--- src/rtl/gpio_bank_pkg.sv ---
package gpio_bank_pkg;
   localparam int SEL_W = 3;
   localparam int IRQ_PORTS = 3;
   typedef enum logic [SEL_W-1:0] {
      SEL_DATA = 3'd0,
      SEL_DIR  = 3'd1,
      SEL_KIND = 3'd2,
      SEL_POL  = 3'd3,
      SEL_EN   = 3'd4,
      SEL_ACK  = 3'd5,
      SEL_STAT = 3'd6
   } reg_sel_e;
endpackage

--- src/rtl/gpio_sync.sv ---
module gpio_sync #(
   parameter int W      = 8,
   parameter int STAGES = 2
) (
   input  logic         clk,
   input  logic         rst_n,
   input  logic [W-1:0] d,
   output logic [W-1:0] q
);
   if (STAGES < 2) begin : g_bad_stages
      $error("gpio_sync: STAGES must be at least 2");
   end

   logic [W-1:0] stage [STAGES];

   always_ff @(posedge clk or negedge rst_n) begin
      if (!rst_n) begin
         for (int k = 0; k < STAGES; k++) stage[k] <= '0;
      end else begin
         stage[0] <= d;
         for (int k = 1; k < STAGES; k++) stage[k] <= stage[k-1];
      end
   end

   assign q = stage[STAGES-1];
endmodule

--- src/rtl/gpio_irq_port.sv ---
module gpio_irq_port #(
   parameter int W = 8
) (
   input  logic         clk,
   input  logic         rst_n,
   input  logic [W-1:0] lvl,
   input  logic [W-1:0] kind,
   input  logic [W-1:0] pol,
   input  logic [W-1:0] en,
   input  logic [W-1:0] ack,
   output logic [W-1:0] stat
);
   logic [W-1:0] prev;
   logic [W-1:0] pend;
   logic [W-1:0] ev;
   logic [W-1:0] active_lvl;

   always_ff @(posedge clk or negedge rst_n) begin
      if (!rst_n) prev <= '0;
      else        prev <= lvl;
   end

   assign active_lvl = ~(lvl ^ pol);
   assign ev         = (lvl ^ prev) & active_lvl;

   for (genvar i = 0; i < W; i++) begin : g_line
      always_ff @(posedge clk or negedge rst_n) begin
         if (!rst_n)                pend[i] <= 1'b0;
         else if (!en[i])           pend[i] <= 1'b0;
         else if (kind[i] && ev[i]) pend[i] <= 1'b1;
         else if (ack[i])           pend[i] <= 1'b0;
      end

      assign stat[i] = en[i] & (kind[i] ? pend[i] : active_lvl[i]);


      pend_hold_chk: assert property (@(posedge clk) disable iff (!rst_n)
         (pend[i] && en[i] && !ack[i]) |=> pend[i]);

      pend_rise_chk: assert property (@(posedge clk) disable iff (!rst_n)
         $rose(pend[i]) |-> $past(en[i] && kind[i]));

      ack_clr_chk: assert property (@(posedge clk) disable iff (!rst_n)
         (ack[i] && !(kind[i] && ev[i])) |=> !pend[i]);
   end
endmodule

--- src/rtl/gpio_bank.sv ---
module gpio_bank
   import gpio_bank_pkg::*;
#(
   parameter int W           = 8,
   parameter int NPLAIN      = 1,
   parameter int SYNC_STAGES = 2,
   localparam int NPORT      = IRQ_PORTS + NPLAIN,
   localparam int PW         = $clog2(NPORT),
   localparam int AW         = PW + SEL_W
) (
   input  logic               clk,
   input  logic               rst_n,
   input  logic               wr_en,
   input  logic [AW-1:0]      addr,
   input  logic [W-1:0]       wdata,
   output logic [W-1:0]       rdata,
   input  logic [NPORT*W-1:0] pin_in,
   output logic [NPORT*W-1:0] pin_out,
   output logic [NPORT*W-1:0] pin_oe,
   output logic               irq_ab,
   output logic [W-1:0]       irq_line
);
   if (W < 1) begin : g_bad_w
      $error("gpio_bank: W must be positive");
   end
   if (NPLAIN < 0) begin : g_bad_nplain
      $error("gpio_bank: NPLAIN must not be negative");
   end

   logic [PW-1:0] port_sel;
   reg_sel_e      sel;
   logic          port_ok;
   logic          irq_ok;

   assign port_sel = addr[AW-1:SEL_W];
   assign sel      = reg_sel_e'(addr[SEL_W-1:0]);
   assign port_ok  = int'(port_sel) < NPORT;
   assign irq_ok   = int'(port_sel) < IRQ_PORTS;

   logic [NPORT-1:0][W-1:0]     data_q, dir_q, pin_s;
   logic [IRQ_PORTS-1:0][W-1:0] kind_q, pol_q, en_q, stat_all;
   logic [NPORT*W-1:0]          sync_flat;

   gpio_sync #(.W(NPORT*W), .STAGES(SYNC_STAGES)) u_sync (
      .clk  (clk),
      .rst_n(rst_n),
      .d    (pin_in),
      .q    (sync_flat)
   );
   assign pin_s = sync_flat;

   always_ff @(posedge clk or negedge rst_n) begin
      if (!rst_n) begin
         data_q <= '0;
         dir_q  <= '0;
         kind_q <= '0;
         pol_q  <= '0;
         en_q   <= '0;
      end else if (wr_en && port_ok) begin
         case (sel)
            SEL_DATA: data_q[port_sel] <= wdata;
            SEL_DIR:  dir_q[port_sel]  <= wdata;
            SEL_KIND: if (irq_ok) kind_q[port_sel[1:0]] <= wdata;
            SEL_POL:  if (irq_ok) pol_q[port_sel[1:0]]  <= wdata;
            SEL_EN:   if (irq_ok) en_q[port_sel[1:0]]   <= wdata;
            default: ;
         endcase
      end
   end

   for (genvar g = 0; g < IRQ_PORTS; g++) begin : g_irq
      logic [W-1:0] ack;
      assign ack = (wr_en && int'(port_sel) == g && sel == SEL_ACK) ? wdata : '0;
      gpio_irq_port #(.W(W)) u_port (
         .clk  (clk),
         .rst_n(rst_n),
         .lvl  (pin_s[g]),
         .kind (kind_q[g]),
         .pol  (pol_q[g]),
         .en   (en_q[g]),
         .ack  (ack),
         .stat (stat_all[g])
      );
   end

   always_comb begin
      rdata = '0;
      if (port_ok) begin
         case (sel)
            SEL_DATA: rdata = pin_s[port_sel];
            SEL_DIR:  rdata = dir_q[port_sel];
            SEL_KIND: if (irq_ok) rdata = kind_q[port_sel[1:0]];
            SEL_POL:  if (irq_ok) rdata = pol_q[port_sel[1:0]];
            SEL_EN:   if (irq_ok) rdata = en_q[port_sel[1:0]];
            SEL_STAT: if (irq_ok) rdata = stat_all[port_sel[1:0]];
            default:  rdata = '0;
         endcase
      end
   end

   assign pin_out  = data_q;
   assign pin_oe   = dir_q;
   assign irq_ab   = |{stat_all[0], stat_all[1]};
   assign irq_line = stat_all[2];

   for (genvar g = 0; g < NPORT; g++) begin : g_chk

      dir_wr_chk: assert property (@(posedge clk) disable iff (!rst_n)
         (wr_en && int'(port_sel) == g && sel == SEL_DIR)
         |=> pin_oe[g*W +: W] == $past(wdata));
   end


   irq_ab_chk: assert property (@(posedge clk) disable iff (!rst_n)
      irq_ab |-> (en_q[0] | en_q[1]) != '0);
endmodule

--- config.mk ---
export PLATFORM = sky130hd
export DESIGN_NAME = gpio_bank
export DESIGN_NICKNAME = d
export VERILOG_FILES = /design/src/rtl/gpio_bank_pkg.sv /design/src/rtl/gpio_sync.sv /design/src/rtl/gpio_irq_port.sv /design/src/rtl/gpio_bank.sv
export SDC_FILE = /design/constraint.sdc
export NUM_CORES = 1
export LEC_CHECK = 0
export BUFFER_PORTS_ARGS = -buffer_cell sky130_fd_sc_hd__buf_2
export CAP_MARGIN = 10
export CORE_MARGIN = 1.5
export CORE_UTILIZATION = 59
export DETAILED_ROUTE_END_ITERATION = 10
export GPL_TIMING_DRIVEN = 1
export PLACE_DENSITY = 0.79
export SYNTH_ARGS = -nofsm -noshare
export SYNTH_HDL_FRONTEND = slang
export SYNTH_SLANG_ARGS = --single-unit
--- constraint.sdc ---
create_clock -name clk -period 9 [get_ports clk]
set_clock_uncertainty 0.2 [all_clocks]
set_input_delay 2.7 -clock clk [delete_from_list [all_inputs] [get_ports clk]]
set_output_delay 2.7 -clock clk [all_outputs]
set_load 0.005 [all_outputs]
Word level (Yosys, flattened, before mapping)
Index checks and enable logic that the tools add are counted.
{"block": "classes", "n_addsub": 0, "n_mul": 0, "div_mod_pow": 0, "n_lt_le_gt_ge": 3, "n_eq_ne": 32, "shifts": 0, "mux": 123, "bitwise": 36, "reduce_logical": 39}
{"operator": "2-to-1 mux 8 bit", "n": 14}
{"operator": "binary-select mux 8 bit (select 2 bit)", "n": 6}
{"operator": "2-to-1 mux 1 bit", "n": 96}
{"operator": "bitwise mux 24 bit", "n": 3}
{"operator": "!= test 3 x 1 -> 1 bit, second input constant", "n": 24}
{"operator": "bitwise mux 32 bit", "n": 2}
{"operator": "one-hot mux 8 bit (6 select lines)", "n": 1}
{"operator": "XOR 8 bit", "n": 6}
{"operator": "logical AND 1 bit", "n": 31}
{"operator": "bitwise AND 1 bit", "n": 24}
{"operator": "bitwise AND 8 bit", "n": 3}
{"operator": "inverter 8 bit", "n": 3}
{"operator": "demux 8 bit (select 2 bit)", "n": 1}
{"operator": "OR reduction 16 bit", "n": 1}
{"operator": "equality test 3 bit, second input constant", "n": 3}
{"operator": "AND reduction 3 bit", "n": 3}
{"operator": "equality test 3 x 2 -> 1 bit, second input constant", "n": 2}
{"operator": "equality test 2 bit, second input constant", "n": 2}
{"operator": "AND reduction 2 bit", "n": 2}
{"operator": "equality test 3 x 1 -> 1 bit, second input constant", "n": 1}
{"operator": "zero test 3 bit", "n": 1}
{"operator": "less-than comparator 2 x 3 -> 1 bit, second input constant", "n": 1}
{"operator": ">= comparator 2 x 1 -> 1 bit, second input constant", "n": 1}
{"operator": "zero test 2 bit", "n": 1}
{"operator": "less-than comparator 2 bit, second input constant", "n": 1}
{"block": "totals", "regBits": 248, "latchBits": 0, "mem_bits_rw": 0, "rom_bits": 0, "output_inout_bits": 81, "n_memories": 0}

Longest topological paths before layout
Gate-level depths: netlist of the first run.
{"block": "logic_depth", "ltp_word": 8, "mapped_depth": 8, "ltp_nobuf": 5}

By module
A second synthesis of the first run with hierarchy kept.
{"block": "hier_totals", "cells_unflattened": 879, "hier_area_um2": 11337.1}
{"mod": "gpio_bank", "n_inst": 1, "cells_each": 540, "area_per_inst_um2": 6837.8}
{"mod": "gpio_irq_port", "n_inst": 3, "cells_each": 81, "area_per_inst_um2": 885.8}
{"mod": "gpio_sync", "n_inst": 1, "cells_each": 96, "area_per_inst_um2": 1841.8}

Worst setup path after synthesis of the first run
Ideal clock, no wire load.
{"block": "synth_path", "path_kind": "input to output", "start": "input port addr[4]", "end": "output port rdata[3]", "arrival_ps": 4108, "required_time_ps": 6100, "slack_ps": 1992, "cell_stages": 6, "path_buffers": 2, "cell_sequence": "buf_2 buf_4 mux2i_1 o22ai_1 o31a_1 or4_1"}
{"block": "synth_between", "elab_chain_cells": 4}
{"item": "start, declared", "line": "gpio_bank.sv:14", "rtl": "input logic [AW-1:0] addr,"}
{"item": "binary-select mux 8 bit (select 2 bit) (on tied branches)"}
{"item": "2-to-1 mux 8 bit (on tied branches) (2 in series)"}
{"item": "one-hot mux 8 bit (6 select lines) *", "line": "gpio_bank.sv:89", "rtl": "case (sel)"}
{"item": "end, declared", "line": "gpio_bank.sv:16", "rtl": "output logic [W-1:0] rdata,"}
Mark *: on every way between the ends. The rest lies on a longest branch, timed or not. The select of a mux whose other input is x is not followed.

Worst setup path after layout of the first run
{"block": "layout_path", "start": "input port addr[4]", "end": "output port rdata[4]"}
The elaborated chain is that of the path after synthesis.

==> results of run 1 <==
[placed cells by master, fill, tap and decap left out, types with 6 or more instances in the layout]
cell type  instances
xor2_1            18
nor2_2            12
nand3_1            8
mux2i_1           38
clkbuf_1           7
mux4_2             9
buf_2            127
o21ai_0           43
clkbuf_16         26
o22ai_1           13
and2_1            10
a22oi_1           34
nand2b_1           6
dfrtp_1          248
nand2_1          117
nand4_1            6
clkbuf_8           6
nor2b_1           30
a21oi_1           12
mux2_2           141
nor2_1            35
[cells in the mapped netlist (2+ instances only)]
| cell type | n |
|---|---|
| dfrtp_1 | 248 |
| mux2_2 | 141 |
| nand2_1 | 117 |
| o21ai_0 | 43 |
| mux2i_1 | 38 |
| nor2_1 | 35 |
| a22oi_1 | 34 |
| nor2b_1 | 30 |
| clkbuf_1 | 22 |
| xor2_1 | 18 |
| buf_2 | 13 |
| o22ai_1 | 13 |
| a21oi_1 | 12 |
| nor2_2 | 12 |
| and2_1 | 10 |
| mux4_2 | 9 |
| nand3_1 | 8 |
| nand2b_1 | 6 |
| nand4_1 | 6 |
| nor3b_1 | 5 |
| or2_2 | 5 |
| nand3b_1 | 4 |
| or4_1 | 4 |
| a2bb2oi_1 | 3 |
| inv_1 | 3 |
| o211ai_1 | 3 |
| o31ai_1 | 3 |
| or3_1 | 3 |
| nor3_1 | 2 |
| nor4b_1 | 2 |
| o2111ai_1 | 2 |
| o21ai_1 | 2 |
| o21bai_1 | 2 |
| o22a_1 | 2 |
| o31a_1 | 2 |
[worst max path at each step]
stage             from  endpoint  slack (ps)
3_5_place_dp   addr[4]  rdata[4]        1070
4_1_cts        addr[4]  rdata[4]        1020
6_report       addr[4]  rdata[4]        1010
5_1_grt        addr[4]  rdata[4]         960
2_1_floorplan  addr[4]  rdata[3]        1990
3_3_place_gp   addr[4]  rdata[3]        1080
[flip-flops by register name, summed over array words and instances, names as in the netlist]
signal             count
en_q                  24
u_sync.stage          32
pol_q                 24
pin_oe                32
g_irq.u_port.pend     24
pin_out               32
u_sync.q              32
g_irq.u_port.prev     24
kind_q                24
[layer usage]
metal / up-vias / routed length [um]
met5: - / 0
met4: 0 / 972
met3: 92 / 2062
met2: 354 / 12330
met1: 3781 / 11240
li1: 3344 / -
[kinds of logic (layout without fill, tap and decap cells)]
group / count (synthesis) / in the layout
simple gates: 251 / 251
flops: 248 / 248
mux: 188 / 188
compound gates: 125 / 125
buf+inv: 41 / 182
xor+xnor: 19 / 19
other cells: 0 / 2
[critical path: cells and delay by family]
family	cells	cell delay, ps
buf+inv	3	1380
compound gates	1	120
simple gates	2	880
[where the power goes]
part,switching [W],total (W),internal (W)
logic,0.000204,0.000434,0.000230
registers,0.000140,0.00140,0.00126
clock network,0.000428,0.00112,0.000695
[final cells by class]
cell class | instances | area share [%]
Clock buffer | 39 | 6.108
Multi-Input combinational cell | 583 | 34.83
Inverter | 3 | 0.09057
Tap cell | 229 | 2.305
Clock inverter | 7 | 1.177
Antenna cell | 2 | 0.04025
Timing Repair Buffer | 133 | 5.535
Sequential cell | 248 | 49.91
[metrics by stage]
| step | area (um^2) | power, W |
|---|---|---|
| finish | 12430 | 0.002956 |
| global route | 12430 | 0.003075 |
| CTS | 12430 | 0.002971 |
| detailed placement | 11520 | 0.001843 |
| global placement | 11520 | 0.001821 |
| floorplan | 10710 | 0.001642 |
==> metrics, run 1 <==
fin crit share=88.78%; largest family of logic cells by synthesized area=multiplexers; Slew @ Worst Pin=1075 ps; area grow syn2layout=16.07%; Post-synth EDFFs=0; Pre-antenna DRT Iters=5; Initial Utilization=59.83%; maximum vdd drop=0.1972 mV; Post-Synthesis Cells=872; compound-gate portion of the synthesized area=7.417%; TNS Setup=0 ps; Post-Syn Nets=920; Ports=129; Setup crit end kind=primary output; global route overflow=0; H-tree Lvls=1; 1st-iter DRT viols=633; worst setup margin=1010 ps; clock-pin slew on the worst setup and hold paths=60 ps; status=finished clean; initial antenna violation count=1; Clock Tree Buf Depth=3; count of hold-fix buffers inserted at cts=0; # clock sinks=248; CTS tree=done; Synth top area share=57.94%; DIE AREA=18970 um^2; adder-cell share of the synthesized area=0%; mux cell area share after synthesis=20.27%; Worst Hold End=u_sync.q[31]; vias in the first global route=7492; die height=137.7 um; pwr dens=237.8 nW/um^2; Worst EP arrival=5090 ps; Num CTS Buffers=26; Multi-input gate area=4330 um^2; synthesized area=10710 um^2; hold_ws=147.5 ps; top cells by area, synth=dfrtp_1 58%, mux2_2 15%, nand2_1 4.1%; number of fillers in the final layout=1269; DRC Markers=0; cell taking the most area after synthesis=dfrtp_1; routed length per instance=21.39 um; Crit Reg-Reg Endpoint=g_irq[2].u_port.pend[0]; leakage=5.687 nW; Post-DRT Antenna Nets=0; Worst-Skew Late Latency=530 ps; Final min period=7990 ps; worst path cell trace=buf_2 -> buf_4 -> or3_1 -> o22ai_1 -> or4_1 -> buf_2; XOR/XNOR Fraction of Synth Area=1.554%; placed insts=1196; pre-CTS setup slack=1066 ps; PortBufs=128; Rows=49; Tightest Hold Check Type=reg -> reg; Critical R2R Launch=u_sync.q[16]; asr flop ratio synth=100.0%; Final Instance Count excl. Fillers=1244; final hold violations=0; fin. max-slew vios=0; DP HPWL=17.79 mm; most used routing layer=met2; R2R depth=4; global-route wire length before repair=41.49 mm; Tot GR Track Use=28.93%; predominant post-synthesis flop cell=dfrtp_1; share of cells above drive strength 1=33.56%; met2 Use GR=45.61%; utilization after layout=69.45%; most frequent CP cell=buf_2; WP data required=6100 ps; crit start category=input pin; routability-driven placement congestion ratio=0.9276; max frequency=125.2 MHz; Vias/cell=6.086; r2r setup slk=7590 ps; Synth Register Bits=248; Crit path largest cell delay=680 ps; worst hold start=u_sync.stage[63]; met1 GRT Util=40.49%; fin nets=1043; peak fanout along the critical path=33; Synth warnings=0; pin count of the biggest net entering global routing=100; vias=7571; Die W=137.7 um; post-synthesis area per instance=12.28 um^2; library cells used by synthesis=45; Core ar.=17900 um^2; met3 usage=5.629%; Register Area=6206 um^2; Max-cap violations=0; CTS root buf=clkbuf_16; Worst Setup Path Type=in -> out; slowest CP cell=buf_2; Post-CTS Resized=0; unrepaired setup endpoints after global routing=false; Slew HR=27.79%; final WL=26.61 mm; Final setup viols=0; register area share after synthesis=57.94%; Synth Area in Simple Gates=11.19%; Setup Fix Bufs, Post-CTS=0; Hold Path Depth=0
No activity file was read; power rests on OpenSTA's default activity.
==> run 2: changes to the inputs <==
--- a/config.mk
+++ b/config.mk
@@ -8,10 +8,10 @@
 export BUFFER_PORTS_ARGS = -buffer_cell sky130_fd_sc_hd__buf_2
 export CAP_MARGIN = 10
 export CORE_MARGIN = 1.5
-export CORE_UTILIZATION = 59
+export CORE_UTILIZATION = 58
 export DETAILED_ROUTE_END_ITERATION = 10
 export GPL_TIMING_DRIVEN = 1
-export PLACE_DENSITY = 0.79
+export PLACE_DENSITY = 0.78
 export SYNTH_ARGS = -nofsm -noshare
 export SYNTH_HDL_FRONTEND = slang
 export SYNTH_SLANG_ARGS = --single-unit
==> constraint.sdc (replaced) <==
create_clock -name clk -period 8.07 [get_ports clk]
set_clock_uncertainty 0.2 [all_clocks]
set_input_delay 2.421 -clock clk [delete_from_list [all_inputs] [get_ports clk]]
set_output_delay 2.421 -clock clk [all_outputs]
set_load 0.005 [all_outputs]
==> run 2 against run 1 <==
  * Wire length grew 0.50%
  * Register-to-register slack lost 940 ps
  * Setup slack lost 280 ps
  * Die area grew 1.7%
  * Critical path type unchanged
==> metrics, run 2 (same netlist as run 1, synthesis figures left out) <==
status=finished clean; leakage=5.689 nW (about the same); pwr dens=261.9 nW/um^2 (+10%); Setup Fix Bufs, Post-CTS=0 (unchanged); DRC Markers=0 (unchanged); number of fillers in the final layout=1300 (+2.4%); unrepaired setup endpoints after global routing=false; most common cell after layout, fill and taps aside=dfrtp_1; share of cells above drive strength 1=33.93% (+0.36 points); CTS tree=done; CP top delay family=buffers and inverters; vias=7419 (-2.0%); PortBufs=128 (unchanged); final instance area=12410 um^2 (-0.15%); DIE AREA=19290 um^2 (+1.7%); global-route wire length before repair=42.69 mm (+2.9%); final hold violations=0 (unchanged); crit start category=input pin; Die W=138.9 um (+0.84%); final WL=26.74 mm (+0.50%); 1st-iter DRT viols=564 (-11%); Worst Setup Path Type=in -> out; Rows=49 (unchanged); Post-CTS Resized=0 (unchanged); maximum vdd drop=0.1857 mV (-5.8%); initial antenna violation count=0 (-1); fin crit share=91.02%; # clock sinks=248 (unchanged); utilization after layout=68.87% (-0.58 points); routed length per instance=21.57 um (+0.82%); Internal Power=0.002399 W (+9.8%); Slew HR=11.61% (-16 points); fin nets=1044 (+0.096%); NetSw=0.0008527 W (+11%); Final min period=7345 ps; pin count of the biggest net entering global routing=156 (+56%); WP data required=5450 ps (-650 ps); hold_ws=146.4 ps (-1.090 ps); slowest CP cell=buf_2; Sequential Power Share=47.9% (+0.6 points); Crit path largest cell delay=610 ps (-70 ps); area grow syn2layout=15.90%; H-tree Lvls=1 (unchanged); Num CTS Buffers=26 (unchanged); max frequency=136.1 MHz; Clock Tree Buf Depth=3 (unchanged); Multi-input gate area=4330 um^2 (unchanged); sw frac=26.22% (+0.14 points); Initial Utilization=59.43% (-0.41 points); commonest non-fill, non-tap cells in the layout=248 x dfrtp_1, 141 x mux2_2, 127 x buf_2; routability-driven placement congestion ratio=0.9003 (-2.9%); Post-Place Cell Area=11540 um^2 (+0.17%); count of hold-fix buffers inserted at cts=0 (unchanged); Tot GR Track Use=28.14% (-0.79 points); Ports=129 (unchanged); Pre-antenna DRT Iters=5 (unchanged); Setup crit end kind=primary output; global route overflow=0 (unchanged); Vias/cell=5.983 (-1.7%); Max-cap violations=0 (unchanged); DP HPWL=17.68 mm (-0.63%); Tightest Hold Check Type=reg -> reg; fin. max-slew vios=0 (unchanged); combinational share of power=14.8% (about the same); CTS root buf=clkbuf_16; Slew @ Worst Pin=1321 ps (+246.1 ps); Critical path buffers and inverters=4 (+1); clock-pin slew on the worst setup and hold paths=50 ps (about the same); Worst EP arrival=4720 ps (-370 ps); peak fanout along the critical path=28 (-15%); ANT cells=0 (-2); Post-DRT Antenna Nets=0 (unchanged); Final setup viols=0 (unchanged); Core ar.=18020 um^2 (+0.68%); clock group share of total power=37.3% (-0.7 points); Worst-Skew Late Latency=530 ps (about the same); worst path cell trace=buf_2 -> buf_4 -> buf_4 -> mux2i_1 -> o22ai_1 -> o31ai_1 -> nand4_1 -> buf_2; TNS Setup=0 ps (unchanged); die height=138.9 um (+0.84%); vias in the first global route=7595 (+1.4%); Register Area=6206 um^2 (unchanged)
==> run 2: changes by cell type in the layout (fill, tap and decap cells not counted) <==
cell	previous run	this run
diode_2	2	0
bufinv_16	4	3
clkbuf_1	7	2
clkinv_2	2	5
buf_12	0	1
==> run 2: power groups by stage <==
stage	combinational, W	clock (W)	sequential [W]
finish	0.000482	0.00121	0.00156
CTS	0.000483	0.00123	0.00155
floorplan	0.000294	0	0.00154
global placement	0.000467	0	0.00157
detailed placement	0.000480	0	0.00157
global route	0.000530	0.00128	0.00158
==> run 2: cell type report <==
| type | instances | share of cell area, % |
|---|---|---|
| clock buffer | 34 | 5.967 |
| clock inverter | 9 | 1.058 |
| inverter | 3 | 0.09071 |
| multi-input combinational | 583 | 34.88 |
| sequential | 248 | 49.99 |
| tap | 229 | 2.308 |
| timing repair buffer | 134 | 5.704 |
==> run 2: worst paths after layout <==
| path | startpoint | end | slack (ps) | depth (start not counted) |
|---|---|---|---|---|
| min in group asynchronous | rst_n | u_sync.stage[59] | 1680 | 1 |
| max in group asynchronous | rst_n | pin_oe[17] | 4780 | 2 |
| worst min-delay path | u_sync.stage[42] | u_sync.q[10] | 150 | 0 |
| worst min register to register | u_sync.stage[42] | u_sync.q[10] | 150 | 0 |
| worst max register to register | u_sync.q[16] | g_irq[2].u_port.pend[0] | 6650 | 4 |
| worst max-delay path | addr[4] | rdata[1] | 720 | 8 |
==> run 2: metrics by stage <==
step,setup WS (ps),total power [W],instances
2_1_floorplan,1620,0.001831,872
3_3_place_gp,845.7,0.002033,1197
3_5_place_dp,751.8,0.002052,1197
4_1_cts,736.5,0.003268,1240
5_1_grt,573.7,0.003388,1240
6_report,725.0,0.003252,1240
==> run 2: layer usage <==
layer | up-vias | part of all wire [%] | track usage (%)
met5 | - | 0 | 0
met4 | 0 | 3.9 | 10.91
met3 | 79 | 7.6 | 6.872
met2 | 285 | 45 | 43.07
met1 | 3708 | 43 | 39.21
li1 | 3347 | - | -
==> run 2: worst register-to-register path, delay by kind of cell, from the launching register on <==
| kind | cells | cell delay, ps |
|---|---|---|
| flops | 1 | 420 |
| compound gates | 1 | 110 |
| mux | 1 | 160 |
| simple gates | 2 | 460 |
